[src/rtl/uart_hci_pkg.sv]
package uart_hci_pkg;
  localparam int OSR    = 16;
  localparam int DBITS  = 8;
  localparam int ST_W   = 7;
  localparam int ST_BRK  = 0;
  localparam int ST_IDLE = 1;
  localparam int ST_FRM  = 2;
  localparam int ST_PAR  = 3;
  localparam int ST_ROVF = 4;
  localparam int ST_RUDF = 5;
  localparam int ST_TUDF = 6;

  typedef enum logic [2:0] {
    S_IDLE, S_START, S_DATA, S_PAR, S_STOP, S_WAIT
  } bit_st_e;
endpackage

[src/rtl/uart_hci_fifo.sv]
module uart_hci_fifo #(
  parameter int W     = 8,
  parameter int DEPTH = 32,
  localparam int AW   = $clog2(DEPTH),
  localparam int CW   = AW + 1
) (
  input  logic          clk_i,
  input  logic          rst_ni,
  input  logic          push_i,
  input  logic [W-1:0]  wdata_i,
  input  logic          pop_i,
  output logic [W-1:0]  rdata_o,
  output logic          empty_o,
  output logic          full_o,
  output logic [CW-1:0] count_o
);
  logic [W-1:0]  mem_q [DEPTH];
  logic [AW-1:0] wr_q, rd_q;
  logic [CW-1:0] cnt_q;
  logic do_push, do_pop;

  assign empty_o = (cnt_q == '0);
  assign full_o  = (cnt_q == CW'(DEPTH));
  assign count_o = cnt_q;
  assign rdata_o = mem_q[rd_q];
  assign do_push = push_i && !full_o;
  assign do_pop  = pop_i && !empty_o;

  always_ff @(posedge clk_i) begin
    if (do_push) mem_q[wr_q] <= wdata_i;
  end

  always_ff @(posedge clk_i or negedge rst_ni) begin
    if (!rst_ni) begin
      wr_q  <= '0;
      rd_q  <= '0;
      cnt_q <= '0;
    end else begin
      if (do_push) wr_q <= wr_q + 1'b1;
      if (do_pop)  rd_q <= rd_q + 1'b1;
      case ({do_push, do_pop})
        2'b10:   cnt_q <= cnt_q + 1'b1;
        2'b01:   cnt_q <= cnt_q - 1'b1;
        default: cnt_q <= cnt_q;
      endcase
    end
  end

  // callers gate writes with full_o; an ungated write would lose a byte
  assert_fifo_no_overrun_R9: assert property (@(posedge clk_i) disable iff (!rst_ni)
    push_i |-> !full_o);
endmodule

[src/rtl/uart_hci_tick.sv]
module uart_hci_tick #(
  parameter int DIV_W = 16
) (
  input  logic             clk_i,
  input  logic             rst_ni,
  input  logic [DIV_W-1:0] div_i,
  output logic             tick_o
);
  logic [DIV_W-1:0] cnt_q;
  logic [DIV_W-1:0] lim;

  assign lim    = (div_i == '0) ? '0 : div_i - 1'b1;
  assign tick_o = (cnt_q >= lim);

  always_ff @(posedge clk_i or negedge rst_ni) begin
    if (!rst_ni)     cnt_q <= '0;
    else if (tick_o) cnt_q <= '0;
    else             cnt_q <= cnt_q + 1'b1;
  end
endmodule

[src/rtl/uart_hci_tx.sv]
module uart_hci_tx
  import uart_hci_pkg::*;
(
  input  logic       clk_i,
  input  logic       rst_ni,
  input  logic       tick_i,
  input  logic       cts_i,
  input  logic       par_en_i,
  input  logic       par_odd_i,
  input  logic       avail_i,
  input  logic [7:0] data_i,
  output logic       pop_o,
  output logic       txd_o,
  output logic       idle_o,
  output logic       done_o
);
  bit_st_e    st_q;
  logic [3:0] sub_q;
  logic [2:0] idx_q;
  logic [7:0] sh_q;
  logic       par_q, txd_q, done_q;
  logic       bit_end;

  assign pop_o   = (st_q == S_IDLE) && tick_i && avail_i && !cts_i;
  assign bit_end = tick_i && (sub_q == 4'(OSR - 1));
  assign txd_o   = txd_q;
  assign idle_o  = (st_q == S_IDLE);
  assign done_o  = done_q;

  always_ff @(posedge clk_i or negedge rst_ni) begin
    if (!rst_ni) begin
      st_q   <= S_IDLE;
      sub_q  <= '0;
      idx_q  <= '0;
      sh_q   <= '0;
      par_q  <= 1'b0;
      txd_q  <= 1'b1;
      done_q <= 1'b0;
    end else begin
      done_q <= 1'b0;
      if (st_q == S_IDLE) begin
        if (pop_o) begin
          sh_q  <= data_i;
          par_q <= (^data_i) ^ par_odd_i;
          txd_q <= 1'b0;
          sub_q <= '0;
          idx_q <= '0;
          st_q  <= S_START;
        end
      end else if (tick_i) begin
        sub_q <= sub_q + 1'b1;
        if (bit_end) begin
          sub_q <= '0;
          case (st_q)
            S_START: begin
              txd_q <= sh_q[0];
              st_q  <= S_DATA;
            end
            S_DATA: begin
              sh_q <= sh_q >> 1;
              if (idx_q == 3'(DBITS - 1)) begin
                txd_q <= par_en_i ? par_q : 1'b1;
                st_q  <= par_en_i ? S_PAR : S_STOP;
              end else begin
                idx_q <= idx_q + 1'b1;
                txd_q <= sh_q[1];
              end
            end
            S_PAR: begin
              txd_q <= 1'b1;
              st_q  <= S_STOP;
            end
            default: begin
              txd_q  <= 1'b1;
              done_q <= 1'b1;
              st_q   <= S_IDLE;
            end
          endcase
        end
      end
    end
  end

  assert_cts_hold_R5: assert property (@(posedge clk_i) disable iff (!rst_ni)
    (st_q == S_IDLE && cts_i) |=> (st_q == S_IDLE && txd_o));
endmodule

[src/rtl/uart_hci_rx.sv]
module uart_hci_rx
  import uart_hci_pkg::*;
(
  input  logic       clk_i,
  input  logic       rst_ni,
  input  logic       tick_i,
  input  logic       rxd_i,
  input  logic       par_en_i,
  input  logic       par_odd_i,
  output logic [7:0] data_o,
  output logic       valid_o,
  output logic       frm_o,
  output logic       perr_o,
  output logic       brk_o,
  output logic       idle_o
);
  localparam int FRW = 10;

  bit_st_e        st_q;
  logic [3:0]     sub_q;
  logic [2:0]     idx_q;
  logic [7:0]     sh_q;
  logic           pbit_q, valid_q, frm_q, perr_q, brk_q, idle_q, armed_q;
  logic [FRW-1:0] lo_q, hi_q, frame_t;
  logic           mid, half, stop_end;

  assign frame_t  = FRW'(OSR * (DBITS + 2)) + (par_en_i ? FRW'(OSR) : '0);
  assign mid      = tick_i && (sub_q == 4'(OSR - 1));
  assign half     = tick_i && (sub_q == 4'(OSR / 2 - 1));
  assign stop_end = (st_q == S_STOP) && mid;
  assign data_o   = sh_q;
  assign valid_o  = valid_q;
  assign frm_o    = frm_q;
  assign perr_o   = perr_q;
  assign brk_o    = brk_q;
  assign idle_o   = idle_q;

  always_ff @(posedge clk_i or negedge rst_ni) begin
    if (!rst_ni) begin
      st_q    <= S_IDLE;
      sub_q   <= '0;
      idx_q   <= '0;
      sh_q    <= '0;
      pbit_q  <= 1'b0;
      valid_q <= 1'b0;
      frm_q   <= 1'b0;
      perr_q  <= 1'b0;
    end else begin
      valid_q <= 1'b0;
      frm_q   <= 1'b0;
      perr_q  <= 1'b0;
      case (st_q)
        S_IDLE: if (tick_i && !rxd_i) begin
          sub_q <= '0;
          st_q  <= S_START;
        end
        S_START: if (tick_i) begin
          sub_q <= sub_q + 1'b1;
          if (half) begin
            sub_q <= '0;
            idx_q <= '0;
            st_q  <= rxd_i ? S_IDLE : S_DATA;
          end
        end
        S_WAIT: if (rxd_i) st_q <= S_IDLE;
        default: if (tick_i) begin
          sub_q <= sub_q + 1'b1;
          if (mid) begin
            sub_q <= '0;
            if (st_q == S_DATA) begin
              sh_q <= {rxd_i, sh_q[7:1]};
              if (idx_q == 3'(DBITS - 1)) st_q <= par_en_i ? S_PAR : S_STOP;
              else                        idx_q <= idx_q + 1'b1;
            end else if (st_q == S_PAR) begin
              pbit_q <= rxd_i;
              st_q   <= S_STOP;
            end else if (!rxd_i) begin
              frm_q <= 1'b1;
              st_q  <= S_WAIT;
            end else begin
              valid_q <= 1'b1;
              perr_q  <= par_en_i && (pbit_q != ((^sh_q) ^ par_odd_i));
              st_q    <= S_IDLE;
            end
          end
        end
      endcase
    end
  end

  // break and idle timers in oversampling ticks
  always_ff @(posedge clk_i or negedge rst_ni) begin
    if (!rst_ni) begin
      lo_q    <= '0;
      hi_q    <= '0;
      armed_q <= 1'b0;
      brk_q   <= 1'b0;
      idle_q  <= 1'b0;
    end else begin
      brk_q  <= 1'b0;
      idle_q <= 1'b0;
      if (!rxd_i) hi_q <= '0;
      if (tick_i) begin
        if (rxd_i) lo_q <= '0;
        else if (lo_q < frame_t) begin
          lo_q  <= lo_q + 1'b1;
          brk_q <= (lo_q == frame_t - 1'b1);
        end
        if (rxd_i && armed_q) begin
          if (hi_q == frame_t - 1'b1) begin
            idle_q  <= 1'b1;
            armed_q <= 1'b0;
            hi_q    <= '0;
          end else hi_q <= hi_q + 1'b1;
        end
      end
      if (stop_end) begin
        armed_q <= 1'b1;
        hi_q    <= '0;
      end
    end
  end

  assert_start_recheck_R3: assert property (@(posedge clk_i) disable iff (!rst_ni)
    (st_q == S_START && half && rxd_i) |=> (st_q == S_IDLE && !valid_o));
  assert_frame_drop_R7: assert property (@(posedge clk_i) disable iff (!rst_ni)
    (stop_end && !rxd_i) |=> (frm_o && !valid_o));
endmodule

[src/rtl/uart_hci.sv]
module uart_hci
  import uart_hci_pkg::*;
#(
  parameter int FCLK_HZ  = 48_000_000,
  parameter int DEF_BAUD = 115_200,
  parameter int DEPTH    = 32,
  parameter int DIV_W    = 16,
  localparam int CW      = $clog2(DEPTH) + 1
) (
  input  logic             clk_i,
  input  logic             rst_ni,
  input  logic             rxd_i,
  output logic             txd_o,
  input  logic             cts_i,
  output logic             rts_o,
  input  logic [7:0]       tx_data_i,
  input  logic             tx_valid_i,
  output logic             tx_ready_o,
  output logic [7:0]       rx_data_o,
  output logic             rx_valid_o,
  input  logic             rx_ready_i,
  input  logic             par_en_i,
  input  logic             par_odd_i,
  input  logic [CW-1:0]    rts_level_i,
  input  logic [DIV_W-1:0] baud_div_i,
  input  logic             baud_set_i,
  output logic             baud_busy_o,
  output logic [ST_W-1:0]  status_o,
  input  logic [ST_W-1:0]  status_clr_i
);
  localparam logic [DIV_W-1:0] DEF_DIV = DIV_W'(FCLK_HZ / (OSR * DEF_BAUD));

  logic [1:0]       rxd_sq, cts_sq;
  logic             rxd_s, cts_s, tick;
  logic [DIV_W-1:0] div_q, pend_div_q;
  logic             pend_q, apply;
  logic             rts_q;
  logic [ST_W-1:0]  st_q, st_set;

  logic       tx_full, tx_empty, tx_pop, tx_idle, tx_done;
  logic [7:0] tx_head;
  logic [CW-1:0] tx_cnt;
  logic       rx_full, rx_empty, rx_byte, rx_frm, rx_perr, rx_brk, rx_idle;
  logic [7:0] rx_byte_data;
  logic [CW-1:0] rx_cnt;

  always_ff @(posedge clk_i or negedge rst_ni) begin
    if (!rst_ni) begin
      rxd_sq <= 2'b11;
      cts_sq <= 2'b11;
    end else begin
      rxd_sq <= {rxd_sq[0], rxd_i};
      cts_sq <= {cts_sq[0], cts_i};
    end
  end
  assign rxd_s = rxd_sq[1];
  assign cts_s = cts_sq[1];

  // rate change waits until every queued byte has left at the old rate
  assign apply = pend_q && tx_empty && tx_idle;

  always_ff @(posedge clk_i or negedge rst_ni) begin
    if (!rst_ni) begin
      div_q      <= DEF_DIV;
      pend_div_q <= DEF_DIV;
      pend_q     <= 1'b0;
    end else if (baud_set_i) begin
      pend_q     <= 1'b1;
      pend_div_q <= baud_div_i;
    end else if (apply) begin
      pend_q <= 1'b0;
      div_q  <= pend_div_q;
    end
  end
  assign baud_busy_o = pend_q;

  uart_hci_tick #(.DIV_W(DIV_W)) u_tick (
    .clk_i(clk_i), .rst_ni(rst_ni), .div_i(div_q), .tick_o(tick)
  );

  assign tx_ready_o = !tx_full;

  uart_hci_fifo #(.W(8), .DEPTH(DEPTH)) u_tx_fifo (
    .clk_i(clk_i), .rst_ni(rst_ni),
    .push_i(tx_valid_i && !tx_full), .wdata_i(tx_data_i),
    .pop_i(tx_pop), .rdata_o(tx_head),
    .empty_o(tx_empty), .full_o(tx_full), .count_o(tx_cnt)
  );

  uart_hci_tx u_tx (
    .clk_i(clk_i), .rst_ni(rst_ni), .tick_i(tick), .cts_i(cts_s),
    .par_en_i(par_en_i), .par_odd_i(par_odd_i),
    .avail_i(!tx_empty), .data_i(tx_head), .pop_o(tx_pop),
    .txd_o(txd_o), .idle_o(tx_idle), .done_o(tx_done)
  );

  uart_hci_rx u_rx (
    .clk_i(clk_i), .rst_ni(rst_ni), .tick_i(tick), .rxd_i(rxd_s),
    .par_en_i(par_en_i), .par_odd_i(par_odd_i),
    .data_o(rx_byte_data), .valid_o(rx_byte), .frm_o(rx_frm),
    .perr_o(rx_perr), .brk_o(rx_brk), .idle_o(rx_idle)
  );

  uart_hci_fifo #(.W(8), .DEPTH(DEPTH)) u_rx_fifo (
    .clk_i(clk_i), .rst_ni(rst_ni),
    .push_i(rx_byte && !rx_full), .wdata_i(rx_byte_data),
    .pop_i(rx_ready_i), .rdata_o(rx_data_o),
    .empty_o(rx_empty), .full_o(rx_full), .count_o(rx_cnt)
  );
  assign rx_valid_o = !rx_empty;

  always_ff @(posedge clk_i or negedge rst_ni) begin
    if (!rst_ni) rts_q <= 1'b0;
    else         rts_q <= (rx_cnt > rts_level_i);
  end
  assign rts_o = rts_q;

  always_comb begin
    st_set          = '0;
    st_set[ST_BRK]  = rx_brk;
    st_set[ST_IDLE] = rx_idle;
    st_set[ST_FRM]  = rx_frm;
    st_set[ST_PAR]  = rx_perr;
    st_set[ST_ROVF] = rx_byte && rx_full;
    st_set[ST_RUDF] = rx_ready_i && rx_empty;
    st_set[ST_TUDF] = tx_done && tx_empty;
  end

  always_ff @(posedge clk_i or negedge rst_ni) begin
    if (!rst_ni) st_q <= '0;
    else         st_q <= (st_q & ~status_clr_i) | st_set;
  end
  assign status_o = st_q;

  assert_baud_hold_R6: assert property (@(posedge clk_i) disable iff (!rst_ni)
    (pend_q && !tx_empty) |=> $stable(div_q));
  assert_rx_overflow_flag_R9: assert property (@(posedge clk_i) disable iff (!rst_ni)
    (rx_byte && rx_full) |=> (status_o[ST_ROVF] && $stable(rx_cnt)));
  assert_set_beats_clear_R12: assert property (@(posedge clk_i) disable iff (!rst_ni)
    (rx_ready_i && rx_empty) |=> status_o[ST_RUDF]);
  assert_rts_follows_level_R4: assert property (@(posedge clk_i) disable iff (!rst_ni)
    (rx_cnt <= rts_level_i && $stable(rts_level_i) && !rx_byte) |=> !rts_o);
endmodule

[config.mk]
export PLATFORM = sky130hd
export DESIGN_NAME = uart_hci
export DESIGN_NICKNAME = d
export VERILOG_FILES = /design/src/rtl/uart_hci_pkg.sv /design/src/rtl/uart_hci_fifo.sv /design/src/rtl/uart_hci_tick.sv /design/src/rtl/uart_hci_tx.sv /design/src/rtl/uart_hci_rx.sv /design/src/rtl/uart_hci.sv
export SDC_FILE = /design/constraint.sdc
export NUM_CORES = 1
export LEC_CHECK = 0
export BUFFER_PORTS_ARGS = -buffer_cell sky130_fd_sc_hd__buf_2
export CORE_ASPECT_RATIO = 1.2
export CORE_MARGIN = 2
export CORE_UTILIZATION = 66
export DETAILED_ROUTE_END_ITERATION = 8
export PLACE_DENSITY = 0.87
export SLEW_MARGIN = 20
export SYNTH_ARGS = -nofsm -noshare
export SYNTH_HDL_FRONTEND = slang
export SYNTH_SLANG_ARGS = --single-unit
[constraint.sdc]
create_clock -name clk_i -period 13.78 [get_ports clk_i]
set_input_delay 2.756 -clock clk_i [delete_from_list [all_inputs] [get_ports clk_i]]
set_output_delay 2.756 -clock clk_i [all_outputs]
set_load 0.05 [all_outputs]
==> flow_metrics.env <==
export IMPL_synth_area_mm2=0.0282
export IMPL_die_w_um=193
export IMPL_synthToLayoutAreaGrowth_pct=10.4
export IMPL_p_per_area_mw_per_mm2=173
export IMPL_async_flop_share_pct=23.7
export IMPL_hold_path_endpoint="rxd_sq[1]"
export IMPL_route_detailed_drc=0
export IMPL_seq_area_frac_synth_pct=68.7
export IMPL_clkPwrFrac_pct=33.1
export IMPL_p_leak_nw=10.4
export IMPL_dpl_hpwl_mm=34.4
export IMPL_syn_inst=1679
export IMPL_cp_startpoint="u_rx_fifo.rd_q[0]"
export IMPL_finalHoldViolCount=0
export IMPL_fill_cells=2289
export IMPL_numCtsBuffers=61
export IMPL_worst_setup_path_end_kind="output port"
export IMPL_internal_power_mw=3.85
export IMPL_grt_pass1_vias=15800
export IMPL_die_area_mm2=0.0444
export IMPL_synth_top_area_share_pct=54.5
export IMPL_yosys_cell_count_top_type="edfxtp_1"
export IMPL_synth_edf_count=512
export IMPL_first_pass_iters=5
export IMPL_reg2reg_from="div_q[7]"
export IMPL_critPathLaunchType="register"
export IMPL_timing_max_cap_violations=0
export IMPL_grt_antenna_before_repair=0
export IMPL_ant_nets=0
export IMPL_grt_use_total_pct=27.0
export IMPL_avgViaCountPerCell=6.47
export IMPL_pin_count=66
export IMPL_hold_path_depth=0
export IMPL_syn_num_nets=1781
export IMPL_irDropWorstVdd_v=0.000155
export IMPL_path_class="reg2out"
export IMPL_worstPathArrival_ns=3.83
export IMPL_fin_nets=1844
export IMPL_die_y_um=230
export IMPL_worstPathMaxFanout=38
export IMPL_grt_pass1_wl_mm=89.8
export IMPL_h_tree_depth=2
export IMPL_place_congestion=0.835
export IMPL_yosys_warnings=0
export IMPL_synthTopCellsByArea="edfxtp_1 55%, dfrtp_1 13%, mux4_2 11%, ha_1 2.4%, nor2_1 1.8%"
export IMPL_reg2reg_to="u_tx_fifo.count_o[5]"
export IMPL_cts_hold_buffers_added=0
export IMPL_drt_wl_total_mm=57.1
export IMPL_start_util_pct=67.2
export IMPL_clk_pin_slew_ns=0.07
export IMPL_diodes=0
export IMPL_cp_data_required_time_ns=11.02
export IMPL_hold_ws_ns=0.361
export IMPL_drtIter0Drc=1273
export IMPL_p_sw_mw=1.53
export IMPL_hp_start="rxd_sq[0]"
export IMPL_io_buffers=65
export IMPL_overflow=0
export IMPL_min_period_ns=6.58
export IMPL_ys_ff_latch=671
export IMPL_drive_above_1_share_pct=21.3
export IMPL_reg2reg_depth=23
export IMPL_fin_tns_setup_ns=0
export IMPL_cts_path_max_buffers=3
export IMPL_cts_num_sinks=671
export IMPL_p_sw_share_pct=28.4
export IMPL_rsz0062_at_grt="no"
export IMPL_slew_violations=0
export IMPL_cts_repair_resized=0
export IMPL_setup_viol=0
export IMPL_cts_tree="yes"
export IMPL_synth_common_cells="512 x edfxtp_1, 148 x dfrtp_1, 140 x mux4_2"
export IMPL_num_rows=82
export IMPL_ys_flop_type="edfxtp_1"
export IMPL_ys_types=66
export IMPL_yosysTopAreaCell="edfxtp_1"
export IMPL_p_seq_share_pct=46.4
export IMPL_relSlewSlack_pct=26.4
export IMPL_min_path_type="reg2reg"
export IMPL_post_cts_setup_buffers=0
export IMPL_p_comb_share_pct=20.5
export IMPL_core_mm2=0.0420
export IMPL_cts_root_buf="clkbuf_16"
export IMPL_post_route_period_util_pct=47.8
export IMPL_rrSetupSlack_ns=7.73
export IMPL_p_total_mw=5.38
export IMPL_clock_skew_ns=0.0292
export IMPL_fmax_mhz=152
export IMPL_status="finished clean"
export IMPL_postSynthAreaPerCell_um2=16.8
export IMPL_wire_per_inst_um=24.4
export IMPL_clk_latency_ns=0.64
export IMPL_vias=15100
export IMPL_worstMarginPinSlew_ns=1.10
export IMPL_grt_start_max_net_pins=102
==> cells by family after synthesis <==
group / after synthesis / synth area share [%]
simple gates: 372 / 6.09
xor+xnor: 73 / 2.32
buf+inv: 118 / 1.76
compound gates: 160 / 3.60
mux: 229 / 15.0
fa+ha+maj: 56 / 2.54
flops: 671 / 68.7
==> area by class of cell <==
class / instances / area (µm²) / share of cell area, %
flip-flops and latches: 671 / 19400 / 62.3
multi-input cells: 890 / 8340 / 26.8
clock buffers: 73 / 1630 / 5.24
well taps: 546 / 683 / 2.20
clock inverters: 43 / 513 / 1.65
repair buffers: 73 / 392 / 1.26
inverters: 45 / 169 / 0.543
==> power by group through the flow <==
| stage | Sequential [mW] | Clock [mW] | Combinational, mW |
|---|---|---|---|
| after floorplan | 2.43 | 0 | 0.920 |
| after CTS | 2.50 | 1.80 | 1.11 |
| after detailed placement | 2.54 | 0 | 1.09 |
| final | 2.50 | 1.78 | 1.10 |
| after global placement | 2.52 | 0 | 1.04 |
| after global routing | 2.52 | 1.87 | 1.20 |
==> per-stage QoR <==
stage	utilization [%]	instances	area, µm²	worst slack, ns
floorplan	-	1679	28200	8.26
global placement	69.0	2224	28900	7.85
detailed placement	69.0	2224	28900	7.81
CTS	74.1	2340	31100	7.11
global route	74.1	2341	31100	7.00
finish	74.1	2341	31100	7.20
==> how the worst max path moves through the flow <==
| stage | to | cells past startpoint |
|---|---|---|
| after global placement | rx_data_o[6] | 5 |
| after floorplan | rx_data_o[0] | 5 |
| after global routing | rx_data_o[6] | 5 |
| after detailed placement | rx_data_o[6] | 5 |
| after CTS | rx_data_o[6] | 5 |
| final | rx_data_o[6] | 5 |
==> worst max-delay path: stages, from the launching register on <==
cell and delay [ns]:
dfrtp_4 0.78, buf_4 0.71, mux4_2 0.60, mux4_2 0.53, mux2_2 0.30, buf_2 0.21
==> metal layers <==
layer	global-route usage, %	wire (µm)	vias up
met4	9.11	1750	0
li1	-	-	6616
met3	4.03	3560	129
met5	0	0	-
met2	47.0	30100	664
met1	34.9	21700	7732
==> placed cells by master (no fill, tap or decap), drive strengths merged, types with 5 or more instances in the layout <==
master,count
o22ai,5
or3,7
nand3,27
nand2,108
inv,48
edfxtp,512
xnor2,42
nand4,12
dfrtp,148
a21oi,41
and2,9
nor3,17
mux2i,27
clkbuf,73
and3,9
o21ai,45
ha,54
mux2,55
dfstp,11
clkinv,20
nand3b,8
buf,73
a22oi,7
o221ai,5
nor4,10
xor2,30
mux4,147
bufinv,10
nor2,134
o31ai,5
nor2b,8
a21o,20
clkinvlp,10
==> flip-flops by register name, indices dropped and copies added, names as in the netlist, 6 cells and up <==
signal	cells
div_q	16
u_rx.data_o	8
u_rx_fifo.count_o	6
pend_div_q	16
u_rx_fifo.mem_q	256
u_tick.cnt_q	16
u_tx_fifo.count_o	6
status_o	7
u_tx.sh_q	8
u_rx.lo_q	10
u_rx.hi_q	10
u_tx_fifo.mem_q	256
Note: power is estimated with default switching activity, not from simulation.
